[src/rtl/w9_pkg.sv]
package w9_pkg;
   localparam int FRAME_BITS = 9;
   localparam int BYTE_BITS  = 8;

   typedef enum logic [1:0] {
      PH_IDLE = 2'd0,
      PH_LOW  = 2'd1,
      PH_HIGH = 2'd2,
      PH_GAP  = 2'd3
   } w9_phase_t;

   function automatic logic [FRAME_BITS-1:0] w9_pack(input logic flag,
                                                     input logic [BYTE_BITS-1:0] b);
      return {flag, b};
   endfunction
endpackage

[src/rtl/w9_div_select.sv]
module w9_div_select #(
   parameter int CNT_W         = 16,
   parameter bit FROM_PORT     = 1'b1,
   parameter int HALF_DEFAULT  = 1000
) (
   input  logic [CNT_W-1:0] half_in,
   output logic [CNT_W-1:0] half_eff
);
   logic [CNT_W-1:0] src;

   generate
      if (FROM_PORT) begin : g_port
         assign src = half_in;
      end else begin : g_fixed
         localparam logic [CNT_W-1:0] FIXED = CNT_W'(HALF_DEFAULT);
         logic unused_in;
         assign unused_in = ^half_in;
         assign src = FIXED;
      end
   endgenerate

   // a zero count would stall the phase timer; clamp to one cycle
   assign half_eff = (src == '0) ? CNT_W'(1) : src;
endmodule

[src/rtl/w9_half_timer.sv]
module w9_half_timer #(
   parameter int CNT_W = 16
) (
   input  logic             clk,
   input  logic             rst_n,
   input  logic             start,
   input  logic [CNT_W-1:0] len,
   output logic             expire
);
   logic [CNT_W-1:0] cnt;

   always_ff @(posedge clk or negedge rst_n) begin
      if (!rst_n)            cnt <= '0;
      else if (start)        cnt <= len;
      else if (cnt != '0)    cnt <= cnt - CNT_W'(1);
   end

   assign expire = (cnt == CNT_W'(1));
endmodule

[src/rtl/w9_frame_seq.sv]
module w9_frame_seq
   import w9_pkg::*;
#(
   parameter int CNT_W = 16
) (
   input  logic                  clk,
   input  logic                  rst_n,
   input  logic                  accept,
   input  logic [FRAME_BITS-1:0] word_in,
   input  logic [CNT_W-1:0]      half_in,
   output w9_phase_t             phase,
   output logic                  data_bit
);
   localparam int BC_W = $clog2(FRAME_BITS + 1);

   logic [FRAME_BITS-1:0] shreg;
   logic [BC_W-1:0]       bits_left;
   logic [CNT_W-1:0]      half_q;
   logic                  t_start;
   logic                  t_expire;
   logic                  last_bit;

   assign last_bit = (bits_left == BC_W'(1));

   always_ff @(posedge clk or negedge rst_n) begin
      if (!rst_n) begin
         phase     <= PH_IDLE;
         shreg     <= '1;
         bits_left <= '0;
         half_q    <= CNT_W'(1);
      end else begin
         unique case (phase)
            PH_IDLE: if (accept) begin
               phase     <= PH_LOW;
               shreg     <= word_in;
               bits_left <= BC_W'(FRAME_BITS);
               half_q    <= half_in;
            end
            PH_LOW: if (t_expire) phase <= PH_HIGH;
            PH_HIGH: if (t_expire) begin
               shreg     <= {shreg[FRAME_BITS-2:0], 1'b1};
               bits_left <= bits_left - BC_W'(1);
               phase     <= last_bit ? PH_GAP : PH_LOW;
            end
            PH_GAP: if (t_expire) phase <= PH_IDLE;
            default: phase <= PH_IDLE;
         endcase
      end
   end

   // every phase change except the one into idle reloads the timer
   always_comb begin
      t_start = 1'b0;
      if (phase == PH_IDLE) t_start = accept;
      else if (phase != PH_GAP) t_start = t_expire;
   end

   w9_half_timer #(.CNT_W(CNT_W)) u_timer (
      .clk    (clk),
      .rst_n  (rst_n),
      .start  (t_start),
      .len    ((phase == PH_IDLE) ? half_in : half_q),
      .expire (t_expire)
   );

   assign data_bit = shreg[FRAME_BITS-1];
endmodule

[src/rtl/w9_serial_tx.sv]
module w9_serial_tx
   import w9_pkg::*;
#(
   parameter int VAL_W         = 8,
   parameter int TYPE_W        = 8,
   parameter int CNT_W         = 16,
   parameter bit DIV_FROM_PORT = 1'b1,
   parameter int HALF_DEFAULT  = 1000
) (
   input  logic              clk,
   input  logic              rst_n,
   input  logic              in_valid,
   output logic              in_ready,
   input  logic [TYPE_W-1:0] in_kind,
   input  logic [VAL_W-1:0]  in_value,
   input  logic [CNT_W-1:0]  half_cycles,
   output logic              pin_cs_n,
   output logic              pin_sclk,
   output logic              pin_sdo
);
   generate
      if (VAL_W < BYTE_BITS) begin : g_bad_val
         $error("VAL_W must be at least 8");
      end
      if (TYPE_W < 1 || CNT_W < 1) begin : g_bad_w
         $error("TYPE_W and CNT_W must be positive");
      end
      if (HALF_DEFAULT < 1 || HALF_DEFAULT >= (64'd1 << CNT_W)) begin : g_bad_half
         $error("HALF_DEFAULT must be nonzero and fit in CNT_W bits");
      end
   endgenerate

   w9_phase_t             phase;
   logic                  data_bit;
   logic                  accept;
   logic [CNT_W-1:0]      half_eff;
   logic [FRAME_BITS-1:0] word;
   logic                  in_frame;

   generate
      if (VAL_W > BYTE_BITS) begin : g_wide
         logic unused_hi;
         assign unused_hi = ^in_value[VAL_W-1:BYTE_BITS];
      end
   endgenerate

   assign word     = w9_pack(|in_kind, in_value[BYTE_BITS-1:0]);
   assign in_ready = (phase == PH_IDLE);
   assign accept   = in_valid && in_ready;

   w9_div_select #(
      .CNT_W        (CNT_W),
      .FROM_PORT    (DIV_FROM_PORT),
      .HALF_DEFAULT (HALF_DEFAULT)
   ) u_div (
      .half_in  (half_cycles),
      .half_eff (half_eff)
   );

   w9_frame_seq #(.CNT_W(CNT_W)) u_seq (
      .clk      (clk),
      .rst_n    (rst_n),
      .accept   (accept),
      .word_in  (word),
      .half_in  (half_eff),
      .phase    (phase),
      .data_bit (data_bit)
   );

   assign in_frame = (phase == PH_LOW) || (phase == PH_HIGH);
   assign pin_cs_n = !in_frame;
   assign pin_sclk = (phase != PH_LOW);
   assign pin_sdo  = in_frame ? data_bit : 1'b1;
endmodule

[config.mk]
export PLATFORM = sky130hd
export DESIGN_NAME = w9_serial_tx
export DESIGN_NICKNAME = d
export VERILOG_FILES = /design/src/rtl/w9_pkg.sv /design/src/rtl/w9_div_select.sv /design/src/rtl/w9_half_timer.sv /design/src/rtl/w9_frame_seq.sv /design/src/rtl/w9_serial_tx.sv
export SDC_FILE = /design/constraint.sdc
export NUM_CORES = 1
export LEC_CHECK = 0
export BUFFER_PORTS_ARGS = -buffer_cell sky130_fd_sc_hd__buf_2
export CAP_MARGIN = 20
export CORE_MARGIN = 2
export CORE_UTILIZATION = 50
export DETAILED_ROUTE_END_ITERATION = 7
export PLACE_DENSITY = 0.71
export SKIP_CTS_REPAIR_TIMING = 1
export SYNTH_ARGS = -nofsm -noshare
export SYNTH_HDL_FRONTEND = slang
export SYNTH_SLANG_ARGS = --single-unit
[constraint.sdc]
create_clock -name clk -period 3.8 [get_ports clk]
set_clock_uncertainty 0.2 [all_clocks]
set_input_delay 0.76 -clock clk [delete_from_list [all_inputs] [get_ports clk]]
set_output_delay 0.76 -clock clk [all_outputs]
set_load 0.01 [all_outputs]
==> results.ini, run 1 <==
[critical_path]
path_class = reg -> reg
crit_chain = or4_1, and4bb_1, a21boi_2, buf_4, a211oi_2, a21oi_1
critPathTopFamily = simple AND/OR/NAND/NOR gates
cp_slowest_stage_delay_ns = 0.59
worstPathRequired_ns = 3.79
critPathLaunch = u_seq.u_timer.cnt[4]$_DFFE_PN0P_
worstSetupEndpointType = flop
r2r-start = u_seq.u_timer.cnt[4]$_DFFE_PN0P_
arrival_ns = 2.71
cp-start-kind = flop
rr_worst_depth = 6
crit_end = u_seq.u_timer.cnt[12]$_DFFE_PN0P_
r2r_slack_ns = 1.08
timing.rr.end = u_seq.u_timer.cnt[12]$_DFFE_PN0P_
path_depth = 6
crit_slowest_cell = or4_1
crit_path_max_fanout = 17
path_buf_inv = 1

[grt]
grt_overflow = 0
grt_max_degree = 48
grt_pass1_vias = 2074
grt_pass1_wl_mm = 9.956
grtUsageTotal_pct = 20.63
antenna_found_initial = 0

[detailed_routing]
viasPerCell = 5.809
dr.pass1.iters = 4
vias = 2161
drt_iter0_drc = 124
finalWirelength_mm = 5.858
ant_nets = 0
drc = 0
wl_per_cell_microns = 15.75

[cells_and_area]
final_cell_mix = buf_2 (38), dfrtp_1 (37), mux2_2 (15)
final_common_cell = buf_2
syn_to_final_growth_pct = 13.55
postLayoutCellArea_sq_um = 3104
multiInputGateArea_sq_um = 1436
diodes = 0
final.fill_count = 458
finish.net_count = 345
regArea_sq_um = 1189
drive_above_1_share_pct = 29.14

[sta]
setup_tns_ns = 0
fin_crit_sh_pct = 71.61
min_period_ns = 2.721
max_slew_margin_pct = 50.78
drv_slew = 0
tightest_slew_ns = 0.7382
setup_viol = 0
fmax_ghz = 0.3675
hold_viol_final = 0
rsz0062_at_grt = no

[synth]
synth_cells = 265
synth_enable_flop_cells = 0
syn_area_sq_um = 2734
netlist.area_leader.share_pct = 33.87
syn_avg_cell_area_sq_um = 10.32
yosys.area.top_type = dfrtp_1
synthFlopType = dfrtp_1
yosysSeqAreaShare_pct = 43.48
ys_seq_elements = 47
ys_async_sr_fraction_pct = 100.0
syn-num-nets = 309
yosysUniqueCellTypes = 47
synth_area_leaders = dfrtp_1 (34%), dfstp_2 (9.6%), mux2_2 (6.2%), mux2i_1 (5.1%), ha_1 (4.1%)
ys_warn_count = 0

[power]
ir_drop_mv = 0.2607
leakagePower_nw = 1.343
pwr_density_cell_nw_per_um2 = 290.5

[placement]
placedInstanceArea_sq_um = 2974
dp.final_hpwl_mm = 4.216
numPortBuffers = 38
finalWeightedCongestion = 0.9747

[clock_network]
htree_levels = 2
cts_sinks = 47
clockBufferDepth = 2
cts_tree = yes
clk_pin_slew_worst_paths_ns = 0.09
cts_root_buf = clkbuf_8
clock_latency_ns = 0.30
cts_buffers = 5

[floorplanning]
die_w_microns = 77.95
ios = 39
coreArea_sq_um = 5205
rows = 26
die_y_microns = 77.95
die_area_sq_um = 6075
start_util_pct = 52.52

[worst_hold_path]
hp-class = in -> async

[job]
drv_cap = 0

[status]
status = complete, no violations

-- layer usage --
metal  global-route usage (%)  wire length (microns)
met1                    29.27                   2801
met2                    32.41                   2689
met3                    3.256                    273
met5                        0                      0
met4                    6.667                     93
-- synth_stat cells, drive strengths merged, types with 3 or more instances --
| library cell | count |
|---|---|
| o221a | 8 |
| nand3 | 14 |
| or3 | 8 |
| o21ai | 14 |
| mux2i | 14 |
| a21oi | 12 |
| nor2b | 6 |
| a211oi | 8 |
| nor2 | 14 |
| mux2 | 15 |
| dfrtp | 37 |
| ha | 9 |
| clkbuf | 7 |
| nand2 | 14 |
| inv | 11 |
| nor3b | 4 |
| o22ai | 4 |
| buf | 7 |
| o211ai | 3 |
| dfstp | 10 |
| xnor2 | 4 |
| xor2 | 4 |
| nor4 | 10 |
| nor3 | 8 |
-- registers in the layout, summed over array words and instances, names as in the netlist --
name	count
u_seq.half_q	16
u_seq.u_timer.cnt	16
u_seq.shreg	9
u_seq.bits_left	4
u_seq.phase	2
-- kinds of logic (layout without fill, tap and decap cells) --
kind of cell / count (synthesis) / after routing / share of synthesized area, %
DFF: 47 / 47 / 43.48
buffers and inverters: 25 / 62 / 3.982
muxes: 29 / 29 / 11.30
AOI/OAI and AO/OA: 58 / 58 / 16.38
xor gates and xnor gates: 8 / 8 / 2.563
and+or+nand+nor: 89 / 89 / 18.17
adders and majority gates: 9 / 9 / 4.119
-- report_power, final --
group	switching (W)	internal, W
Clock	0.000168	0.000196
Combinational	0.0000209	0.0000162
Sequential	0	0.000500
-- worst reg2reg max path, cell delays in order (launching register included) --
cell	delay (ns)
dfrtp_1	0.41
or4_1	0.59
and4bb_1	0.57
a21boi_2	0.28
buf_4	0.28
a211oi_2	0.23
a21oi_1	0.06
-- cell type report --
type	count	area share, %
inverter	11	1.330
timing repair buffer	43	7.739
tap	70	2.821
multi-input combinational	193	46.27
sequential	47	38.29
clock buffer	6	2.338
clock inverter	2	1.209
-- how the worst min path moves through the flow --
stage               slack [ns]                   startpoint                              to
floorplan                 0.26                        rst_n  u_seq.bits_left[0]$_DFFE_PN0P_
global placement          0.27  u_seq.half_q[0]$_DFFE_PN1P_     u_seq.half_q[0]$_DFFE_PN1P_
detailed placement        0.28  u_seq.half_q[0]$_DFFE_PN1P_     u_seq.half_q[0]$_DFFE_PN1P_
CTS                       0.30  u_seq.half_q[0]$_DFFE_PN1P_     u_seq.half_q[0]$_DFFE_PN1P_
global route              0.06                        rst_n     u_seq.half_q[2]$_DFFE_PN0P_
finish                    0.07                        rst_n     u_seq.half_q[2]$_DFFE_PN0P_
-- through the flow --
stage / utilization (%) / std cells / hold slack [ns] / setup slack (ns) / total power (W)
finish: 59.64 / 372 / 0.06957 / 1.079 / 0.0009019
floorplan: - / 265 / 0.2606 / 1.514 / 0.0005124
detailed placement: 57.14 / 363 / 0.2829 / 1.090 / 0.0005449
global placement: 57.14 / 363 / 0.2696 / 1.152 / 0.0005443
global route: 59.64 / 372 / 0.06003 / 0.9249 / 0.0009388
CTS: 59.25 / 371 / 0.2961 / 1.081 / 0.0009091
(Power assumes the default switching activity.)
==> run 2, diff against run 1 <==
- PLACE_DENSITY: 0.71 -> 0.74
- clock period: 3.8 -> 2.3 ns (I/O delays scaled with it)
==> run 2 against run 1 <==
Effect of this change:
- core utilization rose by 3.5 points
- clock power rose by 64%
- routed wire length fell by 0.60%
- via count rose by 0.28%
- first-iteration DRC count rose by 51%
- final cell count rose by 5.9%
- maximum frequency rose by 23%
- flip-flop and latch count did not move
- global-route usage fell by 0.77 points
- hold slack improved by 0.15 ns
- cell area rose by 5.9%
- die area did not move
==> results.ini, run 2 (synthesized netlist as in run 1, its figures left out) <==
[critical_path]
worstPathRequired_ns = 2.34  ; -1.45 ns
cp-start-kind = flop
critPathLaunch = u_seq.u_timer.cnt[4]$_DFFE_PN0P_
crit_chain = or4_4, and4bb_2, buf_6, nand3_4, o21ai_4, o221a_1
r2r_slack_ns = 0.08  ; -1.00 ns
r2r-start = u_seq.u_timer.cnt[4]$_DFFE_PN0P_
path_depth = 6  ; unchanged
cp_slowest_stage_delay_ns = 0.54  ; -0.05 ns
path_class = reg -> reg
critPathTopFamily = simple AND/OR/NAND/NOR gates
timing.rr.end = u_seq.shreg[7]$_DFFE_PN1P_
arrival_ns = 2.26  ; -0.45 ns
path_buf_inv = 1  ; unchanged
crit_end = u_seq.shreg[7]$_DFFE_PN1P_
crit_path_max_fanout = 8  ; -9
crit_slowest_cell = or4_4
rr_worst_depth = 6  ; unchanged
worstSetupEndpointType = flop

[clock_network]
clock_latency_ns = 0.30  ; about the same
clk_pin_slew_worst_paths_ns = 0.09  ; about the same
cts_root_buf = clkbuf_8
clockBufferDepth = 2  ; unchanged
cts_tree = yes
cts_buffers = 5  ; unchanged
cts_sinks = 47  ; unchanged
htree_levels = 2  ; unchanged

[detailed_routing]
top_layer = met4
drc = 0  ; unchanged
route.met3.wl_microns = 183  ; -33%
viasPerCell = 5.500  ; -5.3%
dr.pass1.iters = 4  ; unchanged
drt_iter0_drc = 187  ; +51%
vias = 2167  ; +0.28%
finalWirelength_mm = 5.823  ; -0.60%
wl_met2_mm = 2.545  ; -5.4%
ant_nets = 0  ; unchanged
wl_per_cell_microns = 14.78  ; -6.1%
wl_met1_mm = 3.007  ; +7.4%

[floorplanning]
die_y_microns = 77.95  ; unchanged
coreArea_sq_um = 5205  ; unchanged
die_area_sq_um = 6075  ; unchanged
ios = 39  ; unchanged
rows = 26  ; unchanged
start_util_pct = 52.52  ; unchanged
die_w_microns = 77.95  ; unchanged

[cells_and_area]
final_cell_mix = buf_2 (38), dfrtp_1 (37), buf_4 (23)
final_common_cell = buf_2
fin_util_pct = 63.17  ; +3.5 points
diodes = 0  ; unchanged
reg_top3 = u_seq.half_q x16, u_seq.u_timer.cnt x16, u_seq.shreg x9
final.fill_count = 433  ; -5.5%
syn_to_final_growth_pct = 20.27
finish.net_count = 367  ; +6.4%
drive_above_1_share_pct = 35.19  ; +6.0 points
fin_cells = 394  ; +5.9%

[grt]
antenna_found_initial = 0  ; unchanged
grt_max_degree = 31  ; -35%
grt_pass1_vias = 2021  ; -2.6%
grt_pass1_wl_mm = 9.694  ; -2.6%
grtUsageTotal_pct = 19.86  ; -0.77 points
grt_overflow = 0  ; unchanged

[sta]
tightest_slew_ns = 0.5599  ; -0.1783 ns
fin_crit_sh_pct = 96.49  ; +25 points
setup_viol = 0  ; unchanged
rsz0062_at_grt = yes
max_slew_margin_pct = 62.67  ; +12 points
hold_viol_final = 0  ; unchanged
drv_slew = 0  ; unchanged
fmax_ghz = 0.4506  ; +23%
min_period_ns = 2.219  ; -0.5019 ns

[placement]
dp.cells = 382  ; +5.2%
finalWeightedCongestion = 0.8840  ; -9.3%
dp.final_hpwl_mm = 4.391  ; +4.2%
numPortBuffers = 38  ; unchanged

[power]
pwr_density_cell_nw_per_um2 = 453.0  ; +56%
ir_drop_mv = 0.4581  ; +76%
leakagePower_nw = 1.454  ; +8.3%
finalPower_w = 0.001489  ; +65%

[status]
status = complete, no violations

[job]
drv_cap = 0  ; unchanged

[worst_hold_path]
hp-class = in -> reg
hp-start = half_cycles[5]

-- run 2: worst min path at each step --
| stage | endpoint | slack (ns) | depth (start not counted) |
|---|---|---|---|
| final | u_seq.half_q[5]$_DFFE_PN0P_ | 0.22 | 2 |
| after global routing | u_seq.half_q[2]$_DFFE_PN0P_ | 0.21 | 2 |
| after CTS | u_seq.half_q[5]$_DFFE_PN0P_ | -0.05 | 1 |
| after detailed placement | u_seq.half_q[5]$_DFFE_PN0P_ | 0.28 | 1 |
| after global placement | u_seq.half_q[0]$_DFFE_PN1P_ | 0.27 | 2 |
| after floorplan | u_seq.bits_left[0]$_DFFE_PN0P_ | -0.04 | 0 |
-- run 2: routing by layer --
layer / vias up / track usage [%]
met4: 0 / 5.789
met2: 40 / 29.74
li1: 1101 / -
met3: 7 / 2.791
met5: - / 0
met1: 1019 / 29.98
-- run 2: where the power goes --
part / switching [W] / total [W] / internal (W)
Combinational: 0.0000348 / 0.0000625 / 0.0000277
Sequential: 0 / 0.000826 / 0.000826
Clock: 0.000277 / 0.000600 / 0.000324
Total: 0.000312 / 0.00149 / 0.00118
-- run 2: worst reg2reg max path, delay by kind of cell (launching register included) --
family | cells | cell delay, ns
buf+inv | 1 | 0.14
simple gates | 3 | 1.03
compound gates | 2 | 0.41
flops | 1 | 0.38
-- run 2: per-stage QoR --
stage / worst slack (ns) / TNS [ns] / hold WS (ns) / instance area, sq um
after floorplan: 0.01438 / 0 / -0.03559 / 2734
after global placement: 0.1005 / 0 / 0.2686 / 3129
after detailed placement: 0.06096 / 0 / 0.2773 / 3129
after CTS: 0.03066 / 0 / -0.04761 / 3242
after global routing: -0.01784 / -0.05341 / 0.2104 / 3288
final: 0.08081 / 0 / 0.2214 / 3288
-- run 2: area by class of cell --
cell class / count / area [sq um] / share of cell area (%)
inverters: 11 / 41.29 / 1.256
well taps: 70 / 87.58 / 2.664
clock inverters: 3 / 43.79 / 1.332
multi-input cells: 193 / 1443 / 43.87
flip-flops and latches: 47 / 1189 / 36.15
repair buffers: 65 / 415.4 / 12.63
clock buffers: 5 / 68.82 / 2.093
